**config.mk**
```make
export PLATFORM = sky130hd
export DESIGN_NAME = gpio_sense_irq
export DESIGN_NICKNAME = d
export VERILOG_FILES = /design/src/rtl/gsi_pkg.sv /design/src/rtl/gsi_sync.sv /design/src/rtl/gsi_detect.sv /design/src/rtl/gsi_regs.sv /design/src/rtl/gpio_sense_irq.sv
export SDC_FILE = /design/constraint.sdc
export NUM_CORES = 1
export LEC_CHECK = 0
export BUFFER_PORTS_ARGS = -buffer_cell sky130_fd_sc_hd__buf_2
export CAP_MARGIN = 20
export CORE_ASPECT_RATIO = 0.5
export CORE_UTILIZATION = 40
export DETAILED_ROUTE_END_ITERATION = 10
export PLACE_DENSITY_LB_ADDON = 0.2
export SYNTH_ARGS = -nofsm -noshare
export SYNTH_HDL_FRONTEND = slang
export SYNTH_SLANG_ARGS = --single-unit
```
**constraint.sdc**
```tcl
create_clock -name clk -period 5.8 [get_ports clk]
set_clock_uncertainty 0.2 [all_clocks]
set_input_delay 1.45 -clock clk [delete_from_list [all_inputs] [get_ports clk]]
set_output_delay 1.45 -clock clk [all_outputs]
set_load 0.05 [all_outputs]
```
**src/rtl/gsi_pkg.sv**
```systemverilog
package gsi_pkg;

  localparam int unsigned FIELD_W = 4;
  localparam int unsigned CODE_W  = 3;

  localparam logic [FIELD_W-1:0] SENSE_RESET = 4'h8;

  typedef enum logic [CODE_W-1:0] {
    SNS_RISE = 3'd0,
    SNS_FALL = 3'd1,
    SNS_HIGH = 3'd2,
    SNS_LOW  = 3'd3,
    SNS_BOTH = 3'd4
  } sense_e;

  localparam logic [7:0] ADR_EN_SET = 8'h00;
  localparam logic [7:0] ADR_EN_CLR = 8'h04;
  localparam logic [7:0] ADR_ACCEPT = 8'h08;
  localparam logic [7:0] ADR_PEND   = 8'h0C;
  localparam logic [7:0] ADR_STATUS = 8'h10;
  localparam logic [7:0] ADR_SENSE0 = 8'h20;
  localparam logic [7:0] ADR_RAW_LO = 8'h50;
  localparam logic [7:0] ADR_RAW_HI = 8'h54;

endpackage

```
**src/rtl/gsi_sync.sv**
```systemverilog
module gsi_sync #(
  parameter int unsigned WIDTH  = 32,
  parameter int unsigned STAGES = 2
) (
  input  logic             clk,
  input  logic             rst_n,
  input  logic [WIDTH-1:0] din,
  output logic [WIDTH-1:0] cur,
  output logic [WIDTH-1:0] prev
);

  logic [WIDTH-1:0] stage [STAGES];

  always_ff @(posedge clk or negedge rst_n) begin
    if (!rst_n) stage[0] <= '0;
    else        stage[0] <= din;
  end

  for (genvar s = 1; s < STAGES; s++) begin : g_stage
    always_ff @(posedge clk or negedge rst_n) begin
      if (!rst_n) stage[s] <= '0;
      else        stage[s] <= stage[s-1];
    end
  end

  always_ff @(posedge clk or negedge rst_n) begin
    if (!rst_n) prev <= '0;
    else        prev <= stage[STAGES-1];
  end

  assign cur = stage[STAGES-1];

endmodule

```
**src/rtl/gsi_detect.sv**
```systemverilog
module gsi_detect
  import gsi_pkg::*;
#(
  parameter int unsigned NUM_PINS = 32
) (
  input  logic [NUM_PINS-1:0]        cur,
  input  logic [NUM_PINS-1:0]        prev,
  input  logic [NUM_PINS-1:0]        accept,
  input  logic [NUM_PINS*CODE_W-1:0] mode_flat,
  output logic [NUM_PINS-1:0]        evt
);

  for (genvar p = 0; p < NUM_PINS; p++) begin : g_pin
    logic [CODE_W-1:0] code;
    logic              hit;

    assign code = mode_flat[p*CODE_W +: CODE_W];

    always_comb begin
      case (code)
        SNS_RISE: hit = cur[p] & ~prev[p];
        SNS_FALL: hit = ~cur[p] & prev[p];
        SNS_HIGH: hit = cur[p];
        SNS_LOW:  hit = ~cur[p];
        SNS_BOTH: hit = cur[p] ^ prev[p];
        default:  hit = 1'b0;
      endcase
    end

    assign evt[p] = accept[p] & hit;
  end

endmodule

```
**src/rtl/gsi_regs.sv**
```systemverilog
module gsi_regs
  import gsi_pkg::*;
#(
  parameter int unsigned NUM_PINS = 32
) (
  input  logic                        clk,
  input  logic                        rst_n,
  input  logic                        we,
  input  logic [7:0]                  addr,
  input  logic [NUM_PINS-1:0]         wdata,
  input  logic [NUM_PINS-1:0]         evt,
  output logic [NUM_PINS-1:0]         en,
  output logic [NUM_PINS-1:0]         accept,
  output logic [NUM_PINS-1:0]         pend,
  output logic [NUM_PINS*CODE_W-1:0]  mode_flat,
  output logic [NUM_PINS-1:0]         rdata
);

  localparam int unsigned FPR    = NUM_PINS / FIELD_W;
  localparam int unsigned NSENSE = NUM_PINS / FPR;
  localparam int unsigned HALF   = NUM_PINS / 2;

  logic [NUM_PINS*FIELD_W-1:0] sense_flat;
  logic [NUM_PINS-1:0]         pend_clr;
  logic                        wr_set, wr_clr, wr_acc, wr_pend;

  assign wr_set  = we && (addr == ADR_EN_SET);
  assign wr_clr  = we && (addr == ADR_EN_CLR);
  assign wr_acc  = we && (addr == ADR_ACCEPT);
  assign wr_pend = we && (addr == ADR_PEND);
  assign pend_clr = wr_pend ? wdata : '0;

  always_ff @(posedge clk or negedge rst_n) begin
    if (!rst_n)      en <= '0;
    else if (wr_set) en <= en | wdata;
    else if (wr_clr) en <= en & ~wdata;
  end

  always_ff @(posedge clk or negedge rst_n) begin
    if (!rst_n)      accept <= '0;
    else if (wr_acc) accept <= wdata;
  end

  // event wins over a simultaneous clear
  always_ff @(posedge clk or negedge rst_n) begin
    if (!rst_n) pend <= '0;
    else        pend <= (pend & ~pend_clr) | evt;
  end

  for (genvar k = 0; k < NSENSE; k++) begin : g_sns
    localparam logic [7:0] SNS_ADDR = ADR_SENSE0 + 8'(4 * k);
    logic [NUM_PINS-1:0] q;
    always_ff @(posedge clk or negedge rst_n) begin
      if (!rst_n)                      q <= {FPR{SENSE_RESET}};
      else if (we && addr == SNS_ADDR) q <= wdata;
    end
    assign sense_flat[k*NUM_PINS +: NUM_PINS] = q;
  end

  for (genvar p = 0; p < NUM_PINS; p++) begin : g_mode
    assign mode_flat[p*CODE_W +: CODE_W] = sense_flat[p*FIELD_W +: CODE_W];
  end

  always_comb begin
    rdata = '0;
    case (addr)
      ADR_EN_SET, ADR_EN_CLR: rdata = en;
      ADR_ACCEPT:             rdata = accept;
      ADR_PEND:               rdata = pend;
      ADR_STATUS:             rdata = pend & en;
      ADR_RAW_LO:             rdata = {{(NUM_PINS-HALF){1'b0}}, pend[HALF-1:0]};
      ADR_RAW_HI:             rdata = {{(NUM_PINS-HALF){1'b0}}, pend[NUM_PINS-1:HALF]};
      default: begin
        for (int k = 0; k < NSENSE; k++) begin
          if (addr == ADR_SENSE0 + 8'(4 * k))
            rdata = sense_flat[k*NUM_PINS +: NUM_PINS];
        end
      end
    endcase
  end


  en_set_chk: assert property (@(posedge clk) disable iff (!rst_n)
    wr_set |=> ((en & $past(wdata)) == $past(wdata)));

  en_clr_chk: assert property (@(posedge clk) disable iff (!rst_n)
    wr_clr |=> ((en & $past(wdata)) == '0));

  en_keep_chk: assert property (@(posedge clk) disable iff (!rst_n)
    (wr_set || wr_clr) |=> (((en ^ $past(en)) & ~$past(wdata)) == '0));

  pend_w1c_chk: assert property (@(posedge clk) disable iff (!rst_n)
    wr_pend |=> ((pend & $past(wdata) & ~$past(evt)) == '0));

  pend_src_chk: assert property (@(posedge clk) disable iff (!rst_n)
    ((pend & ~$past(pend) & ~$past(evt)) == '0));

  evt_land_chk: assert property (@(posedge clk) disable iff (!rst_n)
    (evt != '0) |=> (($past(evt) & ~pend) == '0));

endmodule

```
**src/rtl/gpio_sense_irq.sv**
```systemverilog
module gpio_sense_irq
  import gsi_pkg::*;
#(
  parameter int unsigned NUM_PINS    = 32,
  parameter int unsigned SYNC_STAGES = 2
) (
  input  logic                clk,
  input  logic                rst_n,
  input  logic [NUM_PINS-1:0] pin_i,
  input  logic                bus_we,
  input  logic [7:0]          bus_addr,
  input  logic [NUM_PINS-1:0] bus_wdata,
  output logic [NUM_PINS-1:0] bus_rdata,
  output logic                irq_o
);

  logic [NUM_PINS-1:0]        cur, prev, evt, en, accept, pend, status;
  logic [NUM_PINS*CODE_W-1:0] mode_flat;

  gsi_sync #(.WIDTH(NUM_PINS), .STAGES(SYNC_STAGES)) u_sync (
    .clk  (clk),
    .rst_n(rst_n),
    .din  (pin_i),
    .cur  (cur),
    .prev (prev)
  );

  gsi_detect #(.NUM_PINS(NUM_PINS)) u_detect (
    .cur      (cur),
    .prev     (prev),
    .accept   (accept),
    .mode_flat(mode_flat),
    .evt      (evt)
  );

  gsi_regs #(.NUM_PINS(NUM_PINS)) u_regs (
    .clk      (clk),
    .rst_n    (rst_n),
    .we       (bus_we),
    .addr     (bus_addr),
    .wdata    (bus_wdata),
    .evt      (evt),
    .en       (en),
    .accept   (accept),
    .pend     (pend),
    .mode_flat(mode_flat),
    .rdata    (bus_rdata)
  );

  assign status = pend & en;

  always_ff @(posedge clk or negedge rst_n) begin
    if (!rst_n) irq_o <= 1'b0;
    else        irq_o <= |status;
  end


  irq_rise_chk: assert property (@(posedge clk) disable iff (!rst_n)
    $rose(irq_o) |-> $past(status != '0));

  irq_fall_chk: assert property (@(posedge clk) disable iff (!rst_n)
    $fell(irq_o) |-> $past(status == '0));

endmodule

```
==> flow_metrics.py <==
metrics = {
    "setup_path": {
        "critPathMaxStageDelay_ps": 720,
        "worstPathArrival_ps": 3810,
        "r2r_cells": 6,
        "ff2ff_setup_slack_ps": 3640,
        "crit_path_start_kind": "input port",
        "worst_ep_required_time_ps": 4150,
        "worstReg2RegStart": "u_sync.cur[5]",
        "crit_type": "in -> out",
        "worst-path-max-fanout": 10,
        "critPathBufInv": 3,
        "worstSetupEndpointType": "output pin",
        "crit_chain": "buf_2, or4b_2, nor2_2, buf_4, a21oi_1, o221ai_1, buf_2",
        "r2r-end": "u_regs.pend[5]",
        "cp_common_cell": "buf_2",
        "slowest_stage": "or4b_2",
        "critPathTopFamily": "simple AND/OR/NAND/NOR gates",
    },
    "logic_synthesis": {
        "synth_seq_cells": 321,
        "yosysUniqueCellTypes": 55,
        "yosysMostFrequentCell": "dfrtp_1",
        "synth.area.top_cells": "dfrtp_1 (45%), mux2_2 (14%), dfstp_2 (5.2%)",
        "yosys-top-cells-count": "dfrtp_1 (289), mux2_2 (197), nand2_1 (134)",
        "ys.warnings.count": 0,
        "synth-async-reset-ratio_pct": 100,
        "yosysTopAreaCell": "dfrtp_1",
        "synth_top_cell_area_share_pct": 45.1,
        "synth_area_mm2": 0.0160,
        "ys_seq_area_share_pct": 50.3,
        "synth_edf_count": 0,
        "syn_nets": 1482,
        "syn_inst": 1343,
        "synth_ff_type": "dfrtp_1",
        "synth.avg_cell_area_um2": 11.9,
    },
    "floorplanning": {
        "die_x_um": 285,
        "core_mm2": 0.0392,
        "core.rowCount": 51,
        "ios": 108,
        "start_util_pct": 41.0,
        "dieArea_mm2": 0.0410,
        "die_h_um": 144,
    },
    "pwr": {
        "p_leak_nw": 8.69,
        "total_power_mw": 5.23,
        "vdd_drop_max_uv": 221,
        "powerDensity_mw_per_mm2": 284,
    },
    "detailed_routing": {
        "drtAntennaViolNets": 0,
        "vias_per_cell": 5.65,
        "firstDrtPassIters": 6,
        "route.vias.total": 11400,
        "totalWireLength_um": 49100,
        "drt-initial-drc-count": 1045,
        "routedWlPerCell_um": 24.4,
        "drc": 0,
    },
    "finish": {
        "final_cell_area_mm2": 0.0184,
        "final_nets": 1599,
        "drive_gt1_share_pct": 33.5,
        "syn2layout_area_growth_pct": 14.7,
        "diodes": 0,
    },
    "job": {
        "maxCapViolCount": 0,
    },
    "worst_hold_path": {
        "min_from": "u_sync.stage[52]",
        "hold_class": "reg -> reg",
        "worstHoldPathCells": 0,
        "holdPathEnd": "u_sync.cur[20]",
    },
    "timing": {
        "fin_crit_sh_pct": 94.2,
        "worstMarginPinSlew_ps": 963,
        "timing.slew.headroom_pct": 35.1,
        "hold_violations": 0,
        "max_freq_mhz": 183,
        "setup_viol_count_final": 0,
        "finalSetupTns_ps": 0,
        "period_minus_slack_ps": 5460,
        "drv_slew": 0,
        "rsz0062_at_grt": "false",
    },
    "place": {
        "gp_congestion": 0.927,
        "numPortBuffers": 107,
        "post_dp_cell_area_mm2": 0.0174,
        "hpwl_um": 34600,
    },
    "global_routing": {
        "grt_pass1_wl_um": 74100,
        "grt_overflow": 0,
        "grt_max_degree": 112,
        "antenna_found_initial": 1,
        "grt_pass1_vias": 11300,
        "grt_usage_pct": 24.2,
    },
    "cts": {
        "post_cts_resized": 0,
        "cts-buffers-inserted": 31,
        "postCtsSetupRepairBufs": 0,
        "cts_htree_levels": 1,
        "clk_pin_slew_ps": 60,
        "cts_tree": "yes",
        "cts.sinks": 321,
        "cts_hold_buf": 0,
        "cts.path.max_buffers": 3,
        "clk_latency_ps": 600,
        "root_buffer": "clkbuf_16",
    },
    "run_status": {
        "status": "finished, final reports clean",
    },
}
[per-stage QoR]
step	hold WS (ps)	std cells	setup WS, ps	utilization [%]
floorplan	131	1343	520	-
global placement	132	1956	401	44.3
detailed placement	135	1957	356	44.3
CTS	149	2013	360	47.0
global route	150	2013	253	47.0
finish	146	2013	338	47.0
[worst max path at each step]
stage                           start            end  cells after the start
after global placement    bus_addr[5]  bus_rdata[25]                      7
after floorplan           bus_addr[3]  bus_rdata[10]                      7
after detailed placement  bus_addr[5]  bus_rdata[30]                      7
after global routing      bus_addr[5]  bus_rdata[30]                      7
final                     bus_addr[5]  bus_rdata[23]                      7
after CTS                 bus_addr[5]  bus_rdata[17]                      7
[logic make-up after synthesis]
group	Yosys count	synth area share, %
fa+ha+maj	64	4.99
simple gates	273	8.15
compound gates	232	10.5
buf+inv	156	3.99
xor+xnor	20	1.09
mux	277	21.0
flops	321	50.3
[where the power goes]
part | total [mW] | internal, mW | switching [mW]
logic | 0.522 | 0.234 | 0.288
clock network | 2.11 | 1.17 | 0.938
registers | 2.60 | 2.40 | 0.201
total | 5.23 | 3.81 | 1.43
[layout make-up]
| type | instances | area, um^2 |
|---|---|---|
| fill | 3574 | 20800 |
| inverter | 94 | 353 |
| clock inverter | 12 | 143 |
| multi-input combinational | 866 | 7350 |
| timing repair buffer | 146 | 923 |
| sequential | 321 | 8070 |
| clock buffer | 44 | 895 |
| tap | 530 | 663 |
[routing by layer]
layer,track usage [%],wire length [um],vias up
met5,0,0,-
met4,4.14,779,0
met3,3.76,2590,60
met2,37.5,22000,312
met1,36.1,23700,5929
li1,-,-,5072
[cell usage in the layout, fill, tap and decap left out, types with 15 or more instances in the layout]
master | Yosys | layout
a21oi_1 | 15 | 15
a22o_1 | 36 | 36
a22oi_1 | 28 | 28
buf_2 | 14 | 102
buf_4 | 0 | 37
clkbuf_16 | 0 | 31
dfrtp_1 | 289 | 289
dfstp_2 | 32 | 32
ha_1 | 64 | 64
inv_1 | 93 | 93
mux2_2 | 197 | 197
mux2_4 | 30 | 30
mux2i_1 | 33 | 33
mux4_2 | 16 | 16
nand2_1 | 134 | 134
nor2_1 | 20 | 20
nor3_1 | 52 | 52
o21ai_0 | 40 | 40
xor2_1 | 20 | 20
[sequential cells by signal, summed over array words and instances (netlist names), named ones only]
name	count
u_regs.pend	32
u_sync.prev	32
u_regs.g_sns.q	128
u_sync.cur	32
u_sync.stage	32
irq_o	1
u_regs.accept	32
(Power assumes the default switching activity.)
